### src/rtl/evt_rec_pkg.sv
package evt_rec_pkg;

  // Strobes from the window controller to the statistics datapath
  typedef struct packed {
    logic openWin;    // trigger accepted this cycle, window starts
    logic inWin;      // window already open this cycle
    logic closeWin;   // last cycle of the open window
    logic busOffEdge; // bus-off rising edge this cycle
  } winStrobes_t;

  // Label for what the temperature proxy refers to
  typedef enum logic [1:0] {
    TREF_AMBIENT  = 2'd0,
    TREF_CASE     = 2'd1,
    TREF_JUNCTION = 2'd2,
    TREF_RSVD     = 2'd3
  } tempRef_e;

endpackage

### src/rtl/evt_rec_ctrl.sv
module evt_rec_ctrl
  import evt_rec_pkg::*;
#(
  parameter int EP_HOLD = 16,
  parameter int MAX_WIN = 64
) (
  input  logic        clk,
  input  logic        rstN,
  input  logic        busOff,
  input  logic        errPassive,
  input  logic        thermTrip,
  input  logic        recovStart,
  input  logic        recovEnd,
  output winStrobes_t strobes,
  output logic        winActive
);

  localparam int LEN_W = $clog2(MAX_WIN + 1);
  localparam int EP_W  = $clog2(EP_HOLD + 1);

  typedef enum logic {ST_IDLE, ST_OPEN} winState_e;

  winState_e        state, stateNext;
  logic             busOffQ;
  logic [EP_W-1:0]  epRun;
  logic [LEN_W-1:0] lenCnt;
  logic             busOffEdge, epFire, anyTrig, lenLimit;

  assign busOffEdge = busOff & ~busOffQ;
  assign epFire     = errPassive && (epRun == EP_W'(EP_HOLD - 1));
  assign anyTrig    = busOffEdge | epFire | thermTrip | recovStart;
  assign lenLimit   = (lenCnt == LEN_W'(MAX_WIN - 1));

  always_comb begin
    stateNext          = state;
    strobes            = '0;
    strobes.busOffEdge = busOffEdge;
    unique case (state)
      ST_IDLE: begin
        if (anyTrig) begin
          strobes.openWin = 1'b1;
          stateNext       = ST_OPEN;
        end
      end
      ST_OPEN: begin
        strobes.inWin = 1'b1;
        if (recovEnd || lenLimit) begin
          strobes.closeWin = 1'b1;
          stateNext        = ST_IDLE;
        end
      end
      default: stateNext = ST_IDLE;
    endcase
  end

  always_ff @(posedge clk or negedge rstN) begin
    if (!rstN) begin
      state   <= ST_IDLE;
      busOffQ <= 1'b0;
      epRun   <= '0;
      lenCnt  <= '0;
    end else begin
      state   <= stateNext;
      busOffQ <= busOff;
      if (!errPassive)                  epRun <= '0;
      else if (epRun != EP_W'(EP_HOLD)) epRun <= epRun + EP_W'(1);
      if (strobes.openWin)       lenCnt <= LEN_W'(1);
      else if (strobes.closeWin) lenCnt <= '0;
      else if (strobes.inWin)    lenCnt <= lenCnt + LEN_W'(1);
    end
  end

  assign winActive = (state == ST_OPEN);

endmodule

### src/rtl/evt_rec_datapath.sv
module evt_rec_datapath
  import evt_rec_pkg::*;
#(
  parameter int TS_W    = 32,
  parameter int TEMP_W  = 12,
  parameter int RAIL_W  = 12,
  parameter int CNT_W   = 8,
  parameter int EVC_W   = 8,
  parameter int VER_W   = 8,
  parameter int WIN_VER = 1,
  parameter int MAX_WIN = 64,
  localparam int REC_W  = VER_W + 2 + 3*TS_W + 2*TEMP_W + RAIL_W + 4*CNT_W + 2*EVC_W
) (
  input  logic              clk,
  input  logic              rstN,
  input  winStrobes_t       strobes,
  input  logic [TS_W-1:0]   tsNow,
  input  logic [TEMP_W-1:0] tempVal,
  input  logic              tempValid,
  input  logic [1:0]        tempRef,
  input  logic [RAIL_W-1:0] railVal,
  input  logic              railValid,
  input  logic [CNT_W-1:0]  txErrCnt,
  input  logic [CNT_W-1:0]  rxErrCnt,
  input  logic              recovStart,
  input  logic              errFrame,
  output logic [REC_W-1:0]  recData
);

  localparam int SAMP_W = $clog2(MAX_WIN + 1);
  localparam int SUM_W  = TEMP_W + SAMP_W;

  typedef struct packed {
    logic [TS_W-1:0]   startTs;
    tempRef_e          tRef;
    logic [TEMP_W-1:0] tMax;
    logic [SUM_W-1:0]  tSum;
    logic [SAMP_W-1:0] tCnt;
    logic [RAIL_W-1:0] rMin;
    logic [CNT_W-1:0]  tecOpen;
    logic [CNT_W-1:0]  recOpen;
    logic [CNT_W-1:0]  tecPk;
    logic [CNT_W-1:0]  recPk;
    logic [EVC_W-1:0]  boN;
    logic [EVC_W-1:0]  efN;
    logic              recSt;
    logic [TS_W-1:0]   recTs;
  } acc_t;

  acc_t accQ, accB, accN;

  // Base: fresh window state on open, else the running accumulation
  always_comb begin
    if (strobes.openWin) begin
      accB         = '0;
      accB.startTs = tsNow;
      accB.tRef    = tempRef_e'(tempRef);
      accB.rMin    = '1;
      accB.tecOpen = txErrCnt;
      accB.recOpen = rxErrCnt;
    end else begin
      accB = accQ;
    end
  end

  // Merge this cycle's inputs into the base
  always_comb begin
    accN = accB;
    if (tempValid) begin
      if (tempVal > accB.tMax) accN.tMax = tempVal;
      accN.tSum = accB.tSum + SUM_W'(tempVal);
      accN.tCnt = accB.tCnt + SAMP_W'(1);
    end
    if (railValid && (railVal < accB.rMin)) accN.rMin = railVal;
    if (txErrCnt > accB.tecPk) accN.tecPk = txErrCnt;
    if (rxErrCnt > accB.recPk) accN.recPk = rxErrCnt;
    if (strobes.busOffEdge && (accB.boN != '1)) accN.boN = accB.boN + EVC_W'(1);
    if (errFrame && (accB.efN != '1)) accN.efN = accB.efN + EVC_W'(1);
    if (recovStart && !accB.recSt) begin
      accN.recSt = 1'b1;
      accN.recTs = tsNow;
    end
  end

  always_ff @(posedge clk or negedge rstN) begin
    if (!rstN) begin
      accQ <= '0;
    end else if (strobes.openWin || (strobes.inWin && !strobes.closeWin)) begin
      accQ <= accN;
    end
  end

  // Closing-cycle record fields
  logic [TEMP_W-1:0] meanVal;
  logic [CNT_W-1:0]  tecDl, recDl;
  logic [TS_W-1:0]   durVal;

  always_comb begin
    meanVal = (accN.tCnt == '0) ? '0 : TEMP_W'(accN.tSum / SUM_W'(accN.tCnt));
    tecDl   = (txErrCnt >= accN.tecOpen) ? (txErrCnt - accN.tecOpen) : '0;
    recDl   = (rxErrCnt >= accN.recOpen) ? (rxErrCnt - accN.recOpen) : '0;
    durVal  = accN.recSt ? (tsNow - accN.recTs) : '0;
  end

  assign recData = {VER_W'(WIN_VER), accN.tRef, accN.startTs, tsNow,
                    accN.tMax, meanVal, accN.rMin,
                    accN.tecPk, accN.recPk, tecDl, recDl,
                    accN.boN, accN.efN, durVal};

endmodule

### src/rtl/evt_rec_ring.sv
module evt_rec_ring #(
  parameter int DATA_W  = 64,
  parameter int DEPTH   = 4,
  parameter int OVF_W   = 8,
  localparam int PTR_W  = $clog2(DEPTH),
  localparam int FILL_W = $clog2(DEPTH + 1)
) (
  input  logic              clk,
  input  logic              rstN,
  input  logic              wrEn,
  input  logic [DATA_W-1:0] wrData,
  input  logic [PTR_W-1:0]  rdIdx,
  output logic [DATA_W-1:0] rdData,
  output logic              rdValid,
  output logic [FILL_W-1:0] fillCnt,
  output logic [OVF_W-1:0]  ovfCnt
);

  if ((1 << PTR_W) != DEPTH || DEPTH < 2) begin : g_depthCheck
    $error("ring depth must be a power of two of at least 2");
  end

  logic [PTR_W-1:0]  wrPtr;
  logic [DATA_W-1:0] slot [DEPTH];
  logic              isFull;

  assign isFull = (fillCnt == FILL_W'(DEPTH));

  always_ff @(posedge clk or negedge rstN) begin
    if (!rstN) begin
      wrPtr   <= '0;
      fillCnt <= '0;
      ovfCnt  <= '0;
    end else if (wrEn) begin
      wrPtr <= wrPtr + PTR_W'(1);
      if (!isFull)            fillCnt <= fillCnt + FILL_W'(1);
      else if (ovfCnt != '1)  ovfCnt  <= ovfCnt + OVF_W'(1);
    end
  end

  for (genvar g = 0; g < DEPTH; g++) begin : g_slot
    always_ff @(posedge clk or negedge rstN) begin
      if (!rstN)                               slot[g] <= '0;
      else if (wrEn && (wrPtr == PTR_W'(g)))   slot[g] <= wrData;
    end
  end

  // Newest-first addressing: index 0 is the slot written last
  logic [PTR_W-1:0] rdSel;
  assign rdSel   = wrPtr - PTR_W'(1) - rdIdx;
  assign rdData  = slot[rdSel];
  assign rdValid = (FILL_W'(rdIdx) < fillCnt);

endmodule

### src/rtl/evt_window_recorder.sv
module evt_window_recorder
  import evt_rec_pkg::*;
#(
  parameter int TS_W    = 32,
  parameter int TEMP_W  = 12,
  parameter int RAIL_W  = 12,
  parameter int CNT_W   = 8,
  parameter int EVC_W   = 8,
  parameter int VER_W   = 8,
  parameter int WIN_VER = 8'h3A,
  parameter int DEPTH   = 4,
  parameter int OVF_W   = 8,
  parameter int MAX_WIN = 64,
  parameter int EP_HOLD = 16
) (
  input  logic                         clk,
  input  logic                         rstN,
  input  logic [TS_W-1:0]              tsNow,
  input  logic [TEMP_W-1:0]            tempVal,
  input  logic                         tempValid,
  input  logic [1:0]                   tempRef,
  input  logic [RAIL_W-1:0]            railVal,
  input  logic                         railValid,
  input  logic [CNT_W-1:0]             txErrCnt,
  input  logic [CNT_W-1:0]             rxErrCnt,
  input  logic                         busOff,
  input  logic                         errPassive,
  input  logic                         thermTrip,
  input  logic                         recovStart,
  input  logic                         recovEnd,
  input  logic                         errFrame,
  input  logic [$clog2(DEPTH)-1:0]     rdIdx,
  output logic                         winActive,
  output logic [$clog2(DEPTH+1)-1:0]   recCount,
  output logic [OVF_W-1:0]             overflowCnt,
  output logic                         rdValid,
  output logic [VER_W-1:0]             rdVersion,
  output logic [1:0]                   rdTempRef,
  output logic [TS_W-1:0]              rdStartTs,
  output logic [TS_W-1:0]              rdEndTs,
  output logic [TEMP_W-1:0]            rdTempMax,
  output logic [TEMP_W-1:0]            rdTempMean,
  output logic [RAIL_W-1:0]            rdRailMin,
  output logic [CNT_W-1:0]             rdTecPeak,
  output logic [CNT_W-1:0]             rdRecPeak,
  output logic [CNT_W-1:0]             rdTecDelta,
  output logic [CNT_W-1:0]             rdRecDelta,
  output logic [EVC_W-1:0]             rdBusOffCnt,
  output logic [EVC_W-1:0]             rdErrFrameCnt,
  output logic [TS_W-1:0]              rdRecovDur
);

  localparam int REC_W = VER_W + 2 + 3*TS_W + 2*TEMP_W + RAIL_W + 4*CNT_W + 2*EVC_W;

  winStrobes_t       strobes;
  logic [REC_W-1:0]  recData, rdData;

  evt_rec_ctrl #(.EP_HOLD(EP_HOLD), .MAX_WIN(MAX_WIN)) u_ctrl (
    .clk        (clk),
    .rstN       (rstN),
    .busOff     (busOff),
    .errPassive (errPassive),
    .thermTrip  (thermTrip),
    .recovStart (recovStart),
    .recovEnd   (recovEnd),
    .strobes    (strobes),
    .winActive  (winActive)
  );

  evt_rec_datapath #(
    .TS_W(TS_W), .TEMP_W(TEMP_W), .RAIL_W(RAIL_W), .CNT_W(CNT_W),
    .EVC_W(EVC_W), .VER_W(VER_W), .WIN_VER(WIN_VER), .MAX_WIN(MAX_WIN)
  ) u_dp (
    .clk        (clk),
    .rstN       (rstN),
    .strobes    (strobes),
    .tsNow      (tsNow),
    .tempVal    (tempVal),
    .tempValid  (tempValid),
    .tempRef    (tempRef),
    .railVal    (railVal),
    .railValid  (railValid),
    .txErrCnt   (txErrCnt),
    .rxErrCnt   (rxErrCnt),
    .recovStart (recovStart),
    .errFrame   (errFrame),
    .recData    (recData)
  );

  evt_rec_ring #(.DATA_W(REC_W), .DEPTH(DEPTH), .OVF_W(OVF_W)) u_ring (
    .clk     (clk),
    .rstN    (rstN),
    .wrEn    (strobes.closeWin),
    .wrData  (recData),
    .rdIdx   (rdIdx),
    .rdData  (rdData),
    .rdValid (rdValid),
    .fillCnt (recCount),
    .ovfCnt  (overflowCnt)
  );

  assign {rdVersion, rdTempRef, rdStartTs, rdEndTs, rdTempMax, rdTempMean,
          rdRailMin, rdTecPeak, rdRecPeak, rdTecDelta, rdRecDelta,
          rdBusOffCnt, rdErrFrameCnt, rdRecovDur} = rdData;

endmodule

### config.mk
export PLATFORM = sky130hd
export DESIGN_NAME = evt_window_recorder
export DESIGN_NICKNAME = d
export VERILOG_FILES = /design/src/rtl/evt_rec_pkg.sv /design/src/rtl/evt_rec_ctrl.sv /design/src/rtl/evt_rec_datapath.sv /design/src/rtl/evt_rec_ring.sv /design/src/rtl/evt_window_recorder.sv
export SDC_FILE = /design/constraint.sdc
export NUM_CORES = 2
export LEC_CHECK = 0
export ABC_AREA = 1
export BUFFER_PORTS_ARGS = -buffer_cell sky130_fd_sc_hd__buf_2
export CORE_ASPECT_RATIO = 1.25
export CORE_MARGIN = 3
export CORE_UTILIZATION = 55
export CTS_CLUSTER_DIAMETER = 120
export DETAILED_ROUTE_END_ITERATION = 12
export GPL_TIMING_DRIVEN = 0
export PLACE_DENSITY_LB_ADDON = 0.2
export SYNTH_ARGS = -nofsm -noshare
export SYNTH_HDL_FRONTEND = slang
export SYNTH_SLANG_ARGS = --single-unit
### constraint.sdc
create_clock -name clk -period 88.1 [get_ports clk]
set_input_delay 8.81 -clock clk [delete_from_list [all_inputs] [get_ports clk]]
set_output_delay 8.81 -clock clk [all_outputs]
set_load 0.02 [all_outputs]
After elaboration in Yosys (flattened, before gate mapping)

Cells that the tools add are included.
W data, S select, Z words.

Add/subtract/negate cells: 14
Divide/modulo/power cells: 1
$lt $le $gt $ge: 8
Eq/ne operators: 11
Multiplexer cells: 27
Bitwise gates (word level): 8
Reductions and logical operators: 19

Operator list:

| operator              | number |
|---|---|
| $bmux W190 S2         | 1 |
| $mux W190             | 2 |
| $mux W165             | 1 |
| $mux W8               | 6 |
| $mux W38              | 1 |
| $mux W12              | 3 |
| $mux W33              | 1 |
| $mux W32              | 1 |
| $sub A32 B32 Y32      | 1 |
| $add A8 B1 Y8 const B | 3 |
| $ne A8 B8 Y1 const B  | 3 |
| $mux W7               | 3 |
| $add A19 B12 Y19      | 1 |
| $div A19 B7 Y19       | 1 |
| $ge A8 B8 Y1          | 2 |
| $gt A8 B8 Y1          | 2 |
| $sub A8 B8 Y8         | 2 |
| $add A7 B1 Y7 const B | 2 |
| $gt A12 B12 Y1        | 1 |
| $lt A12 B12 Y1        | 1 |
| $logic_and A1 B1 Y1   | 10 |
| $mux W5               | 2 |
| $eq A7 B6 Y1 const B  | 1 |
| $logic_not A7 Y1      | 1 |
| 26 further kinds      | 36 |

Register bits: 924
Input port bits: 86
Output and inout bits: 203
Word-level logic and storage cells: 113

Longest topological paths before layout

Depth in word-level cells: 13
Mapped depth: 265
Gate-level depth less buffers: 253

By module

Synthesis repeated with hierarchy kept, for this count alone.

Cell total of the unflattened synthesis: 7446
Area total of the unflattened synthesis: 56355.3 um^2

By module, submodules not included:

| module           | instances | cells an instance | area an instance (um^2) |
|---|---|---|---|
| evt_rec_ring     | 1         | 4183              | 35225.0 |
| evt_rec_datapath | 1         | 3172              | 20358.3 |
| evt_rec_ctrl     | 1         | 91                | 772.0 |

Least setup slack after synthesis

No wires, ideal clock.

Path kind: input -> register
Start point: in busOff
End point: reg u_ring.slot[662] in the netlist's numbering
Library setup time: 0.118 ns
Arrival: 42.484 ns
Slack: 45.498 ns
Cell stages on the path: 246
Cells stage by stage: nand2_1 nand3_1 nand2_2 buf_6 inv_4 clkbuf_1 clkbuf_1 nor2_1 ha_1 nand2_1 nor4_1 nand2_1 nand2_2 nand2_1 nand2_1 nand2_1 ha_1 nor2_1 [... 210 more ...] nor2_4 nand4_4 buf_6 inv_2 buf_2 nand2_1 o21ai_1 ha_1 a21oi_1 o31ai_1 a221oi_1 o21ai_0 a21oi_1 nand3_1 nor2_1 nand3_2 nand3_1 nand2_1

RTL lines:

| item                            | RTL line                  | source |
|---|---|---|
| from (decl)                     | evt_window_recorder.sv:26 | `input logic busOff,` |
| to (signal, indexed assignment) | evt_rec_ring.sv:44        | `else if (wrEn && (wrPtr == PTR_W'(g))) slot[g] <= wrData;` |
| to (decl)                       | evt_rec_ring.sv:24        | `logic [DATA_W-1:0] slot [DEPTH];` |

==> results.md <==
- Synth Instances: roughly 6.5k
- Number of flops mapped to enable cells by yosys: 0
- Vias per cell: just under 6
- Initial DRC Count: 4247
- GR Layer Usage met2: 53.1%
- Cell area after synthesis: 0.0519 mm^2
- Worst Hold End: u_ring.slot[183]$_DFFE_PN0P_
- IO Port Bufs: 284
- F_max: a little over 20 MHz
- H-tree depth: 3
- Synth area leaders: dfrtp_1 45%, nand2_1 13%, o21ai_0 12%, ha_1 5.5%, inv_1 3.8%
- Distinct cell type count after synthesis: 60
- Postcts setup bufs: 0
- Yosys Warn Count: 0
- Global-route wire length before repair: approximately 250000 um
- Layout area overhead: 12.4%
- Yosys top cell by area: dfrtp_1
- Worst R2R Path Depth: around 250
- Endpoint class of the critical path: flop
- Vias: about 47k
- Yosys top cell area share: between 40 and 50%
- Clock Latency Late Sink: 0.69 ns
- Synth cell count leaders: 1769 x nand2_1, 1197 x o21ai_0, 924 x dfrtp_1
- Flop-to-flop setup slack: ~46 ns
- CTS tree: built
- Full die area: roughly 0.098 mm^2
- Busiest grt layer: met2
- Final Max Tran Viols: 0
- Critical path class: in2reg
- Hold Path Class: reg2reg
- Initial antenna violation count: 8
- Arr. time, crit path: 50.10 ns
- RSZ-0062 raised after global routing: no
- Seq/Total Area, Yosys: 44.5%
- Crit path max fanout: 10
- # Max-Cap Violations: 0
- Largest net degree at the start of global routing: about 130
- Seq cells post-synth: around 920
- Met1 Use GR: 42.1%
- I/O pins: 289
- WL/cell: ~20 um
- Die width: 281 um
- Chip Height: about 350 um
- CP max stage delay: around 0.79 ns
- Filler cells: 8289
- Top-count cell post-synth: nand2_1
- Final setup viols: 0
- CTS resizes: 0
- CTS sink count: roughly 920
- Fin nets: ~7.2k
- Worst r2r dst: u_ring.slot[662]$_DFFE_PN0P_
- Root Driver: clkbuf_16
- Final ANT Viol Nets: 0
- Starting Density: a little under three fifths
- Worst setup margin: 38.54 ns
- Slew @ Worst Pin: approximately 1.5 ns
- Total negative setup slack: 0 ns
- Routability cong.: roughly 0.94
- GRT Residual Overflow: 0
- Crit-path slowest cell: clkbuf_1
- FFs w/ async S/R, synth: 100%
- Fin. Hold Viols: 0
- Tcrit/Tclk final: 56.3%
- # rows: around 130
- GRT Resource Usage Total: roughly a third
- Dpl ws: roughly 38 ns
- Met3 Use GR: 5.40%
- Period minus WS final: ~50 ns
- Detailed Place HPWL: roughly 120000 um
- Vias in the first global route: about 45k
- Number of iterations in the first detailed-routing pass: 6
- R2R Path Start: u_ctrl.epRun[0]$_DFFE_PN0P_
- Most used DFF post-synth: dfrtp_1
- Residual DRC: 0
- Crit path launch type: input port
- Num CTS Buffers: 96
- Relative slew slack: 2.47%
- Clock Path Buffers: 3
- Clk slew on worst S/H paths: about 0.060 ns
- Clk_skew: 0.0533 ns
- WHS Path Cells: 2
- Post-synthesis area per instance: ~8 um^2
- Hold_sp: u_ring.slot[183]$_DFFE_PN0P_
- Layout cells sized above 1: 11.0%
- Core Area: 0.0934 mm^2
- Drt total wl: approximately 160000 um
- Worst Path Required: between 80 and 90 ns
- Hold_buf cts: 0
- CP most frequent cell: nand2_1
- Status: finished clean
-- routing by layer --
layer | part of all wire, % | up-vias
li1 | - | 22300
met1 | 40 | 22800
met2 | 46 | 1767
met3 | 7.5 | 392
met4 | 5.8 | 6
met5 | 0.023 | -
-- cell families (layout without fill, tap and decap cells) --
logic type               Yosys count  after routing  share of synthesized area (%)
buffers and inverters            900           1365                           6.69
XOR/XNOR                         118            118                           1.99
flip-flops                       924            924                           44.5
AO/OA/AOI/OAI                   1636           1636                           17.1
AND/OR/NAND/NOR                 2557           2557                           21.4
adder cells (fa/ha/maj)          230            230                           5.58
multiplexers                     139            139                           2.68
other                              1             11                        0.00722
-- placed cells by master, fill, tap and decap left out, types with 9 or more instances in the layout --
cell / count
nand3_1: 182
inv_1: 519
a21o_1: 17
or2_2: 176
nor2_2: 11
clkbuf_1: 320
nand2_1: 1769
o21ai_1: 52
a21oi_1: 115
o31ai_1: 9
nor3_1: 22
clkinv_2: 21
o21bai_1: 23
nand4_1: 56
nor2_4: 9
clkinv_1: 10
nand3b_1: 24
xor2_1: 72
mux2i_1: 139
nand2_2: 24
nand3_2: 25
clkbuf_8: 22
inv_2: 21
ha_1: 227
dfrtp_1: 924
o21ai_0: 1197
nor2_1: 219
xnor2_1: 46
buf_1: 23
clkbuf_16: 98
nand2_4: 10
o211ai_1: 189
buf_2: 289
-- through the flow --
step	util, %	instances	instance area [um^2]	hold WS, ns
4_1_cts	62.5	8179	58300	0.452
3_3_place_gp	58.8	7998	54900	0.435
2_1_floorplan	-	6508	52000	0.423
3_5_place_dp	59.0	8007	55100	0.438
6_report	62.5	8186	58400	0.453
5_1_grt	62.5	8181	58300	0.477
-- cell type report --
class	count	area, um^2	area share (%)
flip-flops and latches	924	23100	39.6
inverters	551	2070	3.55
clock inverters	37	395	0.678
multi-input cells	4684	25400	43.5
repair buffers	293	1670	2.86
clock buffers	135	2810	4.82
plain buffers	349	1400	2.41
well taps	1206	1510	2.59
diodes	7	17.5	0.0300
-- worst max-delay path, delay by kind of cell --
family | cells | cell delay, ns
simple gates | 98 | 12.99
fa+ha+maj | 20 | 6.47
compound gates | 76 | 14.52
buf+inv | 55 | 7.22
-- flip-flops by register name, indices dropped and copies added, names as in the netlist --
name and flops:
u_ctrl.lenCnt 7, u_dp.accQ 165, u_ring.fillCnt 3, u_ctrl.winActive 1, u_ctrl.busOffQ 1, u_ring.ovfCnt 8
u_ctrl.epRun 5, u_ring.slot 732, u_ring.wrPtr 2
-- worst max path at each step --
stage                     slack [ns]  startpoint  depth (start not counted)                      endpoint
after floorplan                45.50      busOff                        246  u_ring.slot[662]$_DFFE_PN0P_
after global placement         38.98  errPassive                        247  u_ring.slot[662]$_DFFE_PN0P_
after detailed placement       38.08  errPassive                        249  u_ring.slot[662]$_DFFE_PN0P_
after CTS                      38.66  errPassive                        250  u_ring.slot[662]$_DFFE_PN0P_
after global routing           33.64  errPassive                        252  u_ring.slot[662]$_DFFE_PN0P_
final                          38.54  errPassive                        249  u_ring.slot[662]$_DFFE_PN0P_
Power is not shown: default switching activity piles up to over one toggle a cycle in this logic, so the estimate is an artifact.
